### src/rtl/alu_status_pkg.sv
package alu_status_pkg;

    localparam int unsigned WORD_W  = 32;
    localparam int unsigned PAR_W   = 8;
    localparam int unsigned NIB_BIT = 4;
    localparam int unsigned OP_W    = 3;
    localparam int unsigned SIZE_W  = 2;

    typedef enum logic [OP_W-1:0] {
        OP_ADD = 3'd0,
        OP_SUB = 3'd1,
        OP_AND = 3'd2,
        OP_OR  = 3'd3,
        OP_XOR = 3'd4
    } alu_op_e;

    typedef enum logic [SIZE_W-1:0] {
        SZ_BYTE = 2'd0,
        SZ_HALF = 2'd1,
        SZ_WORD = 2'd2,
        SZ_WIDE = 2'd3
    } opsize_e;

    typedef struct packed {
        logic ovf;
        logic sgn;
        logic zro;
        logic aux;
        logic par;
        logic cry;
    } status_t;

    localparam int unsigned FLAG_W = $bits(status_t);

    function automatic int unsigned top_bit(opsize_e s);
        case (s)
            SZ_BYTE: top_bit = 7;
            SZ_HALF: top_bit = 15;
            default: top_bit = WORD_W - 1;
        endcase
    endfunction

    function automatic logic [WORD_W-1:0] size_mask(opsize_e s);
        logic [WORD_W-1:0] m;
        for (int i = 0; i < WORD_W; i++) begin
            m[i] = (i <= int'(top_bit(s)));
        end
        return m;
    endfunction

    function automatic logic is_logic_op(alu_op_e op);
        return (op == OP_AND) || (op == OP_OR) || (op == OP_XOR);
    endfunction

endpackage

### src/rtl/alu_arith_unit.sv
module alu_arith_unit
    import alu_status_pkg::*;
(
    input  logic [WORD_W-1:0] a,
    input  logic [WORD_W-1:0] b,
    input  logic              do_sub,
    input  opsize_e           size,
    output logic [WORD_W-1:0] res,
    output logic              cry,
    output logic              ovf,
    output logic              aux
);
    logic [WORD_W:0]   ext;
    logic [WORD_W-1:0] mask;
    logic [WORD_W:0]   mix;
    int unsigned       tb;
    logic              sa, sb, sr;

    always_comb begin
        tb   = top_bit(size);
        mask = size_mask(size);
        ext  = do_sub ? ({1'b0, a} - {1'b0, b}) : ({1'b0, a} + {1'b0, b});
        res  = ext[WORD_W-1:0] & mask;
        // operands are masked, so the bit just above the size is carry/borrow
        cry  = ext[tb + 1];
        mix  = {1'b0, a ^ b} ^ ext;
        aux  = mix[NIB_BIT];
        sa   = a[tb];
        sb   = b[tb];
        sr   = res[tb];
        if (do_sub) ovf = (sa != sb) && (sr != sa);
        else        ovf = (sa == sb) && (sr != sa);
    end
endmodule

### src/rtl/alu_logic_unit.sv
module alu_logic_unit
    import alu_status_pkg::*;
(
    input  logic [WORD_W-1:0] a,
    input  logic [WORD_W-1:0] b,
    input  alu_op_e           op,
    output logic [WORD_W-1:0] res
);
    always_comb begin
        case (op)
            OP_AND:  res = a & b;
            OP_OR:   res = a | b;
            default: res = a ^ b;
        endcase
    end
endmodule

### src/rtl/alu_flag_gen.sv
module alu_flag_gen
    import alu_status_pkg::*;
(
    input  logic [WORD_W-1:0] res,
    input  opsize_e           size,
    output logic              sgn,
    output logic              zro,
    output logic              par
);
    always_comb begin
        sgn = res[top_bit(size)];
        zro = ((res & size_mask(size)) == '0);
        par = ~^res[PAR_W-1:0];
    end
endmodule

### src/rtl/alu_status_top.sv
module alu_status_top
    import alu_status_pkg::*;
(
    input  logic                 clk,
    input  logic                 rst,
    input  logic                 in_valid,
    input  logic [OP_W-1:0]      in_op,
    input  logic [SIZE_W-1:0]    in_size,
    input  logic [WORD_W-1:0]    in_a,
    input  logic [WORD_W-1:0]    in_b,
    output logic                 out_valid,
    output logic [WORD_W-1:0]    out_result,
    output logic [FLAG_W-1:0]    out_flags
);
    alu_op_e           op;
    opsize_e           size;
    logic [WORD_W-1:0] a_m, b_m;
    logic [WORD_W-1:0] arith_res, logic_res, sel_res;
    logic              a_cry, a_ovf, a_aux;
    logic              f_sgn, f_zro, f_par;
    logic              logic_sel;
    status_t           next_flags, flags_q;
    logic [WORD_W-1:0] result_q;
    logic              valid_q;

    always_comb begin
        op        = alu_op_e'(in_op);
        size      = opsize_e'(in_size);
        a_m       = in_a & size_mask(size);
        b_m       = in_b & size_mask(size);
        logic_sel = is_logic_op(op);
    end

    alu_arith_unit u_arith (
        .a      (a_m),
        .b      (b_m),
        .do_sub (op == OP_SUB),
        .size   (size),
        .res    (arith_res),
        .cry    (a_cry),
        .ovf    (a_ovf),
        .aux    (a_aux)
    );

    alu_logic_unit u_logic (
        .a   (a_m),
        .b   (b_m),
        .op  (op),
        .res (logic_res)
    );

    assign sel_res = logic_sel ? logic_res : arith_res;

    alu_flag_gen u_flags (
        .res  (sel_res),
        .size (size),
        .sgn  (f_sgn),
        .zro  (f_zro),
        .par  (f_par)
    );

    always_comb begin
        next_flags.cry = logic_sel ? 1'b0 : a_cry;
        next_flags.ovf = logic_sel ? 1'b0 : a_ovf;
        next_flags.aux = logic_sel ? 1'b0 : a_aux;
        next_flags.sgn = f_sgn;
        next_flags.zro = f_zro;
        next_flags.par = f_par;
    end

    always_ff @(posedge clk) begin
        if (rst) begin
            valid_q  <= 1'b0;
            result_q <= '0;
            flags_q  <= '0;
        end else begin
            valid_q <= in_valid;
            if (in_valid) begin
                result_q <= sel_res;
                flags_q  <= next_flags;
            end
        end
    end

    assign out_valid  = valid_q;
    assign out_result = result_q;
    assign out_flags  = flags_q;

    AST_RESET_IDLE: assert property (@(posedge clk) rst |=> !out_valid && out_flags == '0);
    AST_VALID_LAT: assert property (@(posedge clk) disable iff (rst) in_valid |=> out_valid);
    AST_HOLD_RESULT: assert property (@(posedge clk) disable iff (rst) !in_valid |=> !out_valid && $stable(out_result));
    AST_LOGIC_CLEAR: assert property (@(posedge clk) disable iff (rst)
        in_valid && is_logic_op(alu_op_e'(in_op)) |=> !flags_q.cry && !flags_q.ovf && !flags_q.aux);
    AST_ZERO_MATCH: assert property (@(posedge clk) disable iff (rst) out_valid |-> flags_q.zro == (out_result == '0));
    AST_PARITY_LOW: assert property (@(posedge clk) disable iff (rst) out_valid |-> flags_q.par == ~^out_result[PAR_W-1:0]);
    AST_NARROW_UPPER: assert property (@(posedge clk) disable iff (rst)
        in_valid && in_size == SZ_BYTE |=> out_result[WORD_W-1:PAR_W] == '0);
    AST_ADD_WRAP: assert property (@(posedge clk) disable iff (rst)
        in_valid && in_op == OP_ADD && in_size == SZ_WORD |=> flags_q.cry == (out_result < $past(in_a)));
endmodule

### config.mk
export PLATFORM = sky130hd
export DESIGN_NAME = alu_status_top
export DESIGN_NICKNAME = d
export VERILOG_FILES = /design/src/rtl/alu_status_pkg.sv /design/src/rtl/alu_arith_unit.sv /design/src/rtl/alu_logic_unit.sv /design/src/rtl/alu_flag_gen.sv /design/src/rtl/alu_status_top.sv
export SDC_FILE = /design/constraint.sdc
export NUM_CORES = 1
export LEC_CHECK = 0
export BUFFER_PORTS_ARGS = -buffer_cell sky130_fd_sc_hd__buf_2
export CORE_UTILIZATION = 59
export CTS_CLUSTER_DIAMETER = 200
export DETAILED_ROUTE_END_ITERATION = 12
export HOLD_SLACK_MARGIN = 0.02
export PLACE_DENSITY = 0.83
export SLEW_MARGIN = 5
export SYNTH_ARGS = -nofsm -noshare
export SYNTH_HDL_FRONTEND = slang
export SYNTH_SLANG_ARGS = --single-unit
### constraint.sdc
create_clock -name clk -period 7.3 [get_ports clk]
set_input_delay 1.46 -clock clk [delete_from_list [all_inputs] [get_ports clk]]
set_output_delay 1.46 -clock clk [all_outputs]
set_load 0.01 [all_outputs]
==> results of run 1 <==
==> Yosys cell counts, drive strengths merged, types with 3 or more instances <==
cell type | instances | share of area [%]
nand2b | 7 | 0.80
inv | 83 | 4.9
nand4 | 11 | 1.1
ha | 101 | 20
or3 | 5 | 0.49
o22ai | 6 | 0.59
nor2 | 105 | 6.2
o311ai | 3 | 0.41
and2 | 8 | 0.78
nor3 | 16 | 1.2
a22o | 3 | 0.41
o31ai | 7 | 0.82
a211oi | 32 | 3.7
xor2 | 15 | 2.0
o21bai | 4 | 0.47
o211ai | 8 | 0.94
or2 | 3 | 0.33
dfxtp | 39 | 12
o21ai | 48 | 3.7
mux2 | 3 | 0.53
o21a | 6 | 0.70
nand2 | 113 | 6.8
buf | 12 | 1.2
and3 | 11 | 1.1
a21o | 11 | 1.3
a221oi | 7 | 1.1
a31oi | 14 | 1.4
o2111ai | 3 | 0.41
nand3 | 23 | 1.8
nor3b | 3 | 0.43
clkbuf | 36 | 2.1
o221ai | 3 | 0.41
nor2b | 4 | 0.39
xnor2 | 38 | 5.2
mux2i | 18 | 2.8
a21oi | 84 | 7.0
==> final cells by class <==
type	instances	area [um^2]
repair buffers	118	611
clock buffers	6	82.6
inverters	83	312
fillers	936	3310
flip-flops and latches	39	781
multi-input cells	755	5110
clock inverters	2	35.0
well taps	136	170
==> worst register-to-register path, cell delays in order, from the launching register on <==
cell and delay [ns]:
dfxtp_1 0.39, a21oi_1 0.09, o32a_1 0.23, a21oi_2 0.10
==> cell usage in the layout, fill, tap and decap left out, types with 6 or more instances in the layout <==
master / netlist / layout
nor3_1: 16 / 16
o21ai_0: 42 / 42
mux2i_1: 18 / 18
o22ai_1: 6 / 6
a21o_1: 11 / 11
inv_1: 83 / 83
ha_1: 101 / 101
o21ai_1: 6 / 6
and2_1: 7 / 7
clkbuf_8: 0 / 6
and3_1: 11 / 11
nor2_1: 104 / 104
nand2_1: 111 / 111
a21oi_1: 78 / 78
xor2_1: 15 / 15
xnor2_1: 38 / 38
nand4_1: 11 / 11
buf_2: 5 / 110
o31ai_1: 7 / 7
a211oi_1: 32 / 32
o21a_1: 6 / 6
buf_4: 1 / 8
a221oi_1: 6 / 6
o211ai_1: 8 / 8
a31oi_1: 14 / 14
dfxtp_1: 39 / 39
nand2b_1: 6 / 6
nand3_1: 23 / 23
==> stage by stage <==
| stage | util [%] | setup WS (ns) |
|---|---|---|
| floorplan | - | 1.47 |
| global placement | 67.1 | 1.45 |
| detailed placement | 67.1 | 1.44 |
| CTS | 68.2 | 1.72 |
| global route | 68.2 | 1.27 |
| finish | 68.2 | 1.53 |
==> power groups by stage <==
| stage | Sequential [uW] | Combinational, uW | Clock (uW) |
|---|---|---|---|
| 4_1_cts | 244 | 551 | 185 |
| 3_5_place_dp | 248 | 549 | 0 |
| 2_1_floorplan | 258 | 391 | 0 |
| 3_3_place_gp | 248 | 542 | 0 |
| 5_1_grt | 246 | 623 | 195 |
| 6_report | 244 | 564 | 184 |
==> final timing paths <==
| kind | start | endpoint | slack, ns | cells past startpoint |
|---|---|---|---|---|
| worst min-delay path | out_flags[2] | out_flags[2] | 0.47 | 2 |
| worst max register to register | out_flags[3] | out_flags[3] | 6.43 | 3 |
| worst min register to register | out_flags[2] | out_flags[2] | 0.47 | 2 |
| worst max-delay path | in_size[0] | out_flags[5] | 1.53 | 19 |
==> per-layer routing <==
layer  vias up  share of wire [%]  wire (um)
li1       3413                  -          -
met1      3152                 45       8620
met2       331                 42       8010
met3        37                 11       2010
met4         0                2.3        430
met5         -                  0          0
==> state kept, by name (all words and copies together) (netlist names) <==
signal and flops:
out_flags 6, out_result 32, out_valid 1
==> logic make-up after synthesis <==
| logic type | synth area share, % |
|---|---|
| and+or+nand+nor | 22.4 |
| adders and majority gates | 20.0 |
| muxes | 3.34 |
| buffers and inverters | 8.17 |
| DFF | 12.2 |
| AOI/OAI and AO/OA | 26.7 |
| xor gates and xnor gates | 7.24 |
==> results.md, run 1 <==
* Effective utilization at floorplan at about three fifths
* Routed vias at 6933
* Crit Path Max Fanout at 8
* Clock skew at 0 ns
* Yosys warns at 0
* Fin crit share at 79.1%
* Die Area at 11300 um^2
* Synth Flop Type: dfxtp_1
* Post-synth EDFFs at 0
* Startpoint Class: input pin
* Initial antenna violation count at 0
* Io pins at approximately 110
* Crit. End Element: flip-flop
* Crit path arrival time at 5.97 ns
* CTS tree: built
* Pleak at about 0.0036 uW
* Setup_tns at 0 ns
* Area grow syn2layout at 10.8%
* Max-slew headroom at between 30 and 40%
* Final setup vio count at 0
* Global-route wire length before repair at 31.1 mm
* RSZ-0062 raised after global routing: false
* GRT busiest layer: met2
* Internal power at 562 uW
* Clock Path Buffers at 2
* Critical path class: in -> reg
* Total grt overflow at 0
* Vias in the first global route at 6260
* Antenna cells at 0
* Max cap viols at 0
* PortBufs at 110
* Power per cell area at 140 nW/um^2
* Syn Inst Count at 925
* Sequential-to-total area share from yosys stat at roughly an eighth
* Min Hold Slack at 0.466 ns
* Crit-path cells: buf_2, nor2_1, o21ai_0, nor2b_1, and2_1, and3_1, and3_1, a31oi_1, xnor2_1, ha_1, nand2_1, o311ai_0, o21ai_0, a21oi_1, o41a_1, nand2_1, o2111ai_1, nand3_1, o31ai_1
* Drt drc at 0
* Die width at 106 um
* Post-placement cell count at 1131
* Clock latency on the worst-skew pair at 0.28 ns
* Global-route track usage on met1 at 49.2%
* Status: complete, no violations
* Post-DP HPWL at 15.4 mm
* Nets at 1176
* Tmin final at 5.77 ns
* Slew Limit Fails at 0
* Total wire length at between 15 and 20 mm
* Slowest stage delay, CP at 0.47 ns
* Peak supply drop at 0.131 mV
* Bufs and invs on worst path at 1
* CP max stage cell: o311ai_0
* Crit-path leading delay family: compound AO/OA/AOI/OAI gates
* CTS sink count at 39
* GR Util met2 at 51.5%
* CTS buffer count at 5
* Synthesized Nets at 1099
* Die Ht at 106 um
* Worst-path clk slew at 0.08 ns
* Routability cong. at about 1.1
* Vias per inst at 6.09
* Mean Syn Cell Area at 6.93 um^2
* Core area at ~10000 um^2
* Clock network power share at 18.5%
* Synth Register Bits at 39
* Logic pwr share at 56.9%
* Iteration-0 DRC Markers at 644
* Worst Tran Pin Value at 0.913 ns
* Design area at 7100 um^2
* Setup repair bufs after CTS at 0
* Post-Syn Area at between 6000 and 7000 um^2
* GR Util met3 at 6.13%
* Final ANT Viol Nets at 0
* Min-delay worst type: reg -> reg
* Number of unique standard cell types used by synthesis at 73
* P_sw at ~430 uW
* Achievable Freq at between 150 and 200 MHz
* Pin count of the biggest net entering global routing at 60
* Fin. Hold Viols at 0
* Sequential share of power at between 20% and 30%
* Ys async rst share at 0%
* DR pass1 iterations at 5
* Sw Share at 43.3%
* Layout cells sized above 1 at 14.9%
* Post-CTS sizing at 0
* Layout Cells excl Fill at 1139
* CTS Hold Bufs at 0
* Required time of the worst setup path at 7.49 ns
* Tot Pwr at 991 uW
* Root Driver: clkbuf_8
* Drt wl/cell at about 17 um
* Htree depth at 2
* Placed inst area at 6990 um^2
* # rows at 37
* All-layer global routing usage at 34.3%
Power figures use the tool's default switching activity.
==> inputs of run 2 (changes only) <==
clock period = 5.5 ns   (was 7.3 ns; I/O delays follow)
==> run 2 against run 1 <==
Critical path depth fell by 1. Clock skew stayed put. Sequential share of layout area shrank 0.21 points. Wire length grew 0.38%. Global-route usage fell by 0.36 points. Hold slack gained 0.0043 ns. Via count rose by 1.4%. Non-clock buffer count is 18 higher. Count of clock-buffer cells in the layout did not move. Register-to-register slack got worse by 1.7 ns. Clock power rose by 33%. Largest cell class unchanged. Highest routed layer unchanged.
==> results.md, run 2 (synthesis results as in run 1) <==
* Post-placement cell count at 1149 (+1.6%)
* Die Ht at 106 um (unchanged)
* Slew Limit Fails at 0 (unchanged)
* Io pins at 111 (unchanged)
* Hold Crit Start: out_flags[2]
* Layout Cells excl Fill at 1157 (+1.6%)
* Min Hold Slack at 0.470 ns (+0.00426 ns)
* Pleak at 0.00370 uW (+2.4%)
* Critical path class: in -> reg
* Most common cell after layout, fill and taps aside: nand2_1
* Setup repair bufs after CTS at 0 (unchanged)
* Vias in the first global route at 6087 (-2.8%)
* Hold Crit Depth at 2 (unchanged)
* Worst Tran Pin Value at 0.880 ns (-0.0329 ns)
* Global-route wire length before repair at 30.6 mm (-1.6%)
* Clock Path Buffers at 2 (unchanged)
* CTS tree: built
* Achievable Freq at around 190 MHz
* Clock latency on the worst-skew pair at 0.28 ns (about the same)
* Crit-path cells: buf_2, or3b_2, nand2_1, o21ai_0, fa_1, nand2b_1, a21oi_1, nor2b_1, xnor2_1, a221oi_1, ha_1, nand3_1, nor3_1, nand3_1, a2111oi_1, nand3_1, o32a_1, a21oi_2
* Setup_tns at 0 ns (unchanged)
* RSZ-0062 raised after global routing: false
* # rows at 37 (unchanged)
* Fin. Hold Viols at 0 (unchanged)
* Tot Pwr at 1340 uW (+35%)
* Total grt overflow at 0 (unchanged)
* Slowest stage delay, CP at 0.56 ns (+0.09 ns)
* Crit Path Max Fanout at 12 (+4)
* Final ANT Viol Nets at 0 (unchanged)
* DR pass1 iterations at 5 (unchanged)
* PortBufs at 110 (unchanged)
* Die width at 106 um (unchanged)
* Total wire length at 19.1 mm (+0.38%)
* All-layer global routing usage at 34.0% (-0.36 points)
* Tmin final at roughly 5.2 ns
* Worst-path clk slew at 0.07 ns (about the same)
* Clock skew at 0 ns (unchanged)
* Root Driver: clkbuf_8
* Peak supply drop at 0.163 mV (+24%)
* Startpoint Class: input pin
* FF-to-FF Start: out_flags[3]
* Antenna cells at 0 (unchanged)
* Iteration-0 DRC Markers at 646 (+0.31%)
* Area grow syn2layout at 12.9%
* Routability cong. at 1.03 (-2.5%)
* R2r setup slk at 4.69 ns (-1.74 ns)
* Htree depth at 2 (unchanged)
* Final setup vio count at 0 (unchanged)
* CTS sink count at 39 (unchanged)
* Routed vias at 7028 (+1.4%)
* Drt drc at 0 (unchanged)
* Required time of the worst setup path at 5.73 ns (-1.76 ns)
* FF-to-FF End: out_flags[3]
* Pin count of the biggest net entering global routing at 58 (-3.3%)
* Min-delay worst type: reg -> reg
* Layout cells sized above 1 at 16.4% (+1.5 points)
* Path depth of the worst reg2reg path at 3 (unchanged)
* Status: complete, no violations
* Effective utilization at floorplan at 61.6% (unchanged)
* Power per cell area at 185 nW/um^2 (+32%)
* Crit-path leading delay family: compound AO/OA/AOI/OAI gates
* Most frequent cells in the layout: nand2_1 (111), buf_2 (110), nor2_1 (104), ha_1 (101), inv_1 (83)
* Max cap viols at 0 (unchanged)
* Post-DP HPWL at 15.8 mm (+2.4%)
* Drt wl/cell at 16.5 um (-1.2%)
* Crit path arrival time at 5.44 ns (-0.53 ns)
* Crit. End Element: flip-flop
* Nets at 1194 (+1.5%)
* Vias per inst at 6.07 (-0.21%)
* CTS buffer count at 5 (unchanged)
* CP max stage cell: a221oi_1
* Cell mode on critical path: nand3_1
* Die Area at 11300 um^2 (unchanged)
* Post-CTS sizing at 0 (unchanged)
* Core area at 10400 um^2 (unchanged)
* Bufs and invs on worst path at 1 (unchanged)
* Fin crit share at 94.8%
* Max reg flops at 32 (unchanged)
* CTS Hold Bufs at 0 (unchanged)
* Hold worst-path end: out_flags[2]
* Initial antenna violation count at 0 (unchanged)
* Max-slew headroom at 41.3% (+2.2 points)
==> run 2: worst register-to-register path, delay by kind of cell, from the launching register on <==
kind           cells  cell delay (ns)
flip-flops         1             0.37
AO/OA/AOI/OAI      3             0.39
==> run 2: where the power goes <==
part / internal, uW / leakage [uW] / switching, uW
Combinational: 305 / 0.00332 / 466
Clock: 147 / 0.0000612 / 97.4
Sequential: 310 / 0.000322 / 12.5
Total: 761 / 0.00370 / 576
==> run 2: metrics by stage <==
stage / setup slack, ns / cell area [um^2] / utilization (%)
global route: 0.0512 / 7240 / 69.5
floorplan: 0.0253 / 6410 / -
global placement: 0.171 / 7120 / 68.4
detailed placement: 0.129 / 7120 / 68.4
finish: 0.285 / 7240 / 69.5
CTS: 0.404 / 7240 / 69.5
==> run 2: cell type report <==
class                      count  area, um^2
fill                         978        3180
multi-input combinational    755        5110
tap                          136         170
clock inverter                 2        35.0
timing repair buffer         136         746
clock buffer                   6        82.6
inverter                      83         312
sequential                    39         781
==> run 2: worst max path at each step <==
stage | startpoint | end | cells past startpoint
final | in_op[1] | out_flags[3] | 18
after CTS | in_op[1] | out_flags[3] | 18
after global routing | in_b[1] | out_flags[3] | 20
after floorplan | in_op[0] | out_flags[3] | 21
after global placement | in_op[1] | out_flags[3] | 18
after detailed placement | in_op[1] | out_flags[3] | 18
==> run 2: metal layers <==
layer	GRT usage, %	share of wire [%]	vias to the layer above
li1	-	-	3443
met1	48.2	45	3223
met2	51.7	42	329
met3	6.81	11	33
met4	9.33	2.1	0
met5	0	0	-
==> inputs of run 3 (changes only) <==
RECOVER_POWER = 50   (was not set)
==> run 3 against run 2 <==
Global-route usage did not move. Wire length increased by 0.22%. Design area down 0.67%. Hold slack improved by 0.0024 ns. Largest cell class unchanged. Largest power group unchanged.
==> results.md, run 3 (synthesis results as in run 1) <==
* Crit-path leading delay family: compound AO/OA/AOI/OAI gates
* Slowest stage delay, CP at 0.56 ns (about the same)
* RSZ-0062 raised after global routing: false
* Fin. Hold Viols at 0 (unchanged)
* CTS sink count at 39 (unchanged)
* Nets at 1194 (unchanged)
* Htree depth at 2 (unchanged)
* Global-route wire length before repair at 30.6 mm (unchanged)
* Critical path class: in -> reg
* Min-delay worst type: reg -> reg
* # rows at 37 (unchanged)
* Area grow syn2layout at 12.1%
* Drt drc at 0 (unchanged)
* CTS tree: built
* Io pins at 111 (unchanged)
* Cell mode on critical path: nand3_1
* Most frequent cells in the layout: nand2_1 (111), nor2_1 (104), ha_1 (101), inv_1 (83), a21oi_1 (78)
* Vias in the first global route at 6087 (unchanged)
* Drt wl/cell at 16.6 um (+0.22%)
* DR pass1 iterations at 5 (unchanged)
* CP max stage cell: a221oi_1
* Crit Path Max Fanout at 12 (unchanged)
* Min Hold Slack at 0.473 ns (+0.00239 ns)
* CTS buffer count at 5 (unchanged)
* Iteration-0 DRC Markers at 634 (-1.9%)
* Clock skew at 0 ns (unchanged)
* CTS Hold Bufs at 0 (unchanged)
* Status: complete, no violations
* Crit-path cells: buf_2, or3b_2, nand2_1, o21ai_0, fa_1, nand2b_1, a21oi_1, nor2b_1, xnor2_1, a221oi_1, ha_1, nand3_1, nor3_1, nand3_1, a2111oi_1, nand3_1, o32a_1, a21oi_2
* Post-CTS sizing at 0 (unchanged)
* Initial antenna violation count at 0 (unchanged)
* Worst Tran Pin Value at 0.887 ns (+0.00710 ns)
* Core area at 10400 um^2 (unchanged)
* Achievable Freq at 193 MHz (+0.62%)
* PortBufs at 110 (unchanged)
* Routed vias at 7005 (-0.33%)
* Max cap viols at 0 (unchanged)
* Tmin final at 5.18 ns (-0.0322 ns)
* Post-DP HPWL at 15.8 mm (unchanged)
* Die width at 106 um (unchanged)
* Antenna cells at 0 (unchanged)
* Startpoint Class: input pin
* Vias per inst at 6.05 (-0.33%)
* Layout cells sized above 1 at 12.5% (-3.8 points)
* Peak supply drop at 0.161 mV (-1.2%)
* Routability cong. at 1.03 (unchanged)
* Total grt overflow at 0 (unchanged)
* Pleak at 0.00355 uW (-4.0%)
* Die Ht at 106 um (unchanged)
* Fin crit share at 94.2% (-0.59 points)
* Required time of the worst setup path at 5.73 ns (about the same)
* Total wire length at 19.2 mm (+0.22%)
* Worst-path clk slew at 0.07 ns (about the same)
* Layout Cells excl Fill at 1157 (unchanged)
* Slew Limit Fails at 0 (unchanged)
* Fin util at 69.0% (-0.47 points)
* Power per cell area at 185 nW/um^2 (+0.26%)
* Most common cell after layout, fill and taps aside: nand2_1
* Bufs and invs on worst path at 1 (unchanged)
* Max-slew headroom at 40.8% (-0.47 points)
* Root Driver: clkbuf_8
* Max reg flops at 32 (unchanged)
* Pin count of the biggest net entering global routing at 58 (unchanged)
* Effective utilization at floorplan at 61.6% (unchanged)
* Post-placement cell count at 1149 (unchanged)
* Setup repair bufs after CTS at 0 (unchanged)
* All-layer global routing usage at 34.0% (unchanged)
* Die Area at 11300 um^2 (unchanged)
* Crit. End Element: flip-flop
* Crit path arrival time at 5.41 ns (-0.03 ns)
* Final setup vio count at 0 (unchanged)
* Clock latency on the worst-skew pair at 0.28 ns (about the same)
* Clock Path Buffers at 2 (unchanged)
* Setup_tns at 0 ns (unchanged)
* Final ANT Viol Nets at 0 (unchanged)
run 3: cell count changes in the layout (fill, tap and decap cells not counted), sizes merged:
cell	before	now
clkbuf	6	45
buf	136	97
run 3: report_power, final:
part	total, uW	internal [uW]	switching (uW)
combinational	764	298	466
clock	244	147	97.7
sequential	323	310	13.6
run 3: tightest hold or removal path, stage by stage (launching register included):
cell     delay, ns
dfxtp_1       0.31
nand2_1       0.06
a21oi_1       0.05
run 3: cell type report:
class	instances	area (um^2)
Clock buffer	6	82.6
Tap cell	136	170
Clock inverter	2	35.0
Multi-Input combinational cell	755	5110
Timing Repair Buffer	136	697
Sequential cell	39	781
Inverter	83	312
Fill cell	985	3230
run 3: routing by layer:
metal | GRT usage, % | wire (um)
met5 | 0 | 0
met3 | 6.81 | 2010
met1 | 48.2 | 8800
met4 | 9.33 | 456
met2 | 51.7 | 7920
run 3: path summary, 6_finish.rpt:
path                start           end  slack [ns]  cells past startpoint
max reg2reg  out_flags[3]  out_flags[3]        4.69                      3
min          out_flags[2]  out_flags[2]        0.47                      2
min reg2reg  out_flags[2]  out_flags[2]        0.47                      2
max              in_op[1]  out_flags[3]        0.32                     18
run 3: per-stage QoR:
| stage | area (um^2) | setup WS [ns] | total power, uW |
|---|---|---|---|
| 2_1_floorplan | 6410 | 0.0253 | 860 |
| 3_3_place_gp | 7120 | 0.171 | 1070 |
| 3_5_place_dp | 7120 | 0.129 | 1080 |
| 4_1_cts | 7240 | 0.404 | 1330 |
| 5_1_grt | 7190 | 0.0512 | 1430 |
| 6_report | 7190 | 0.317 | 1330 |
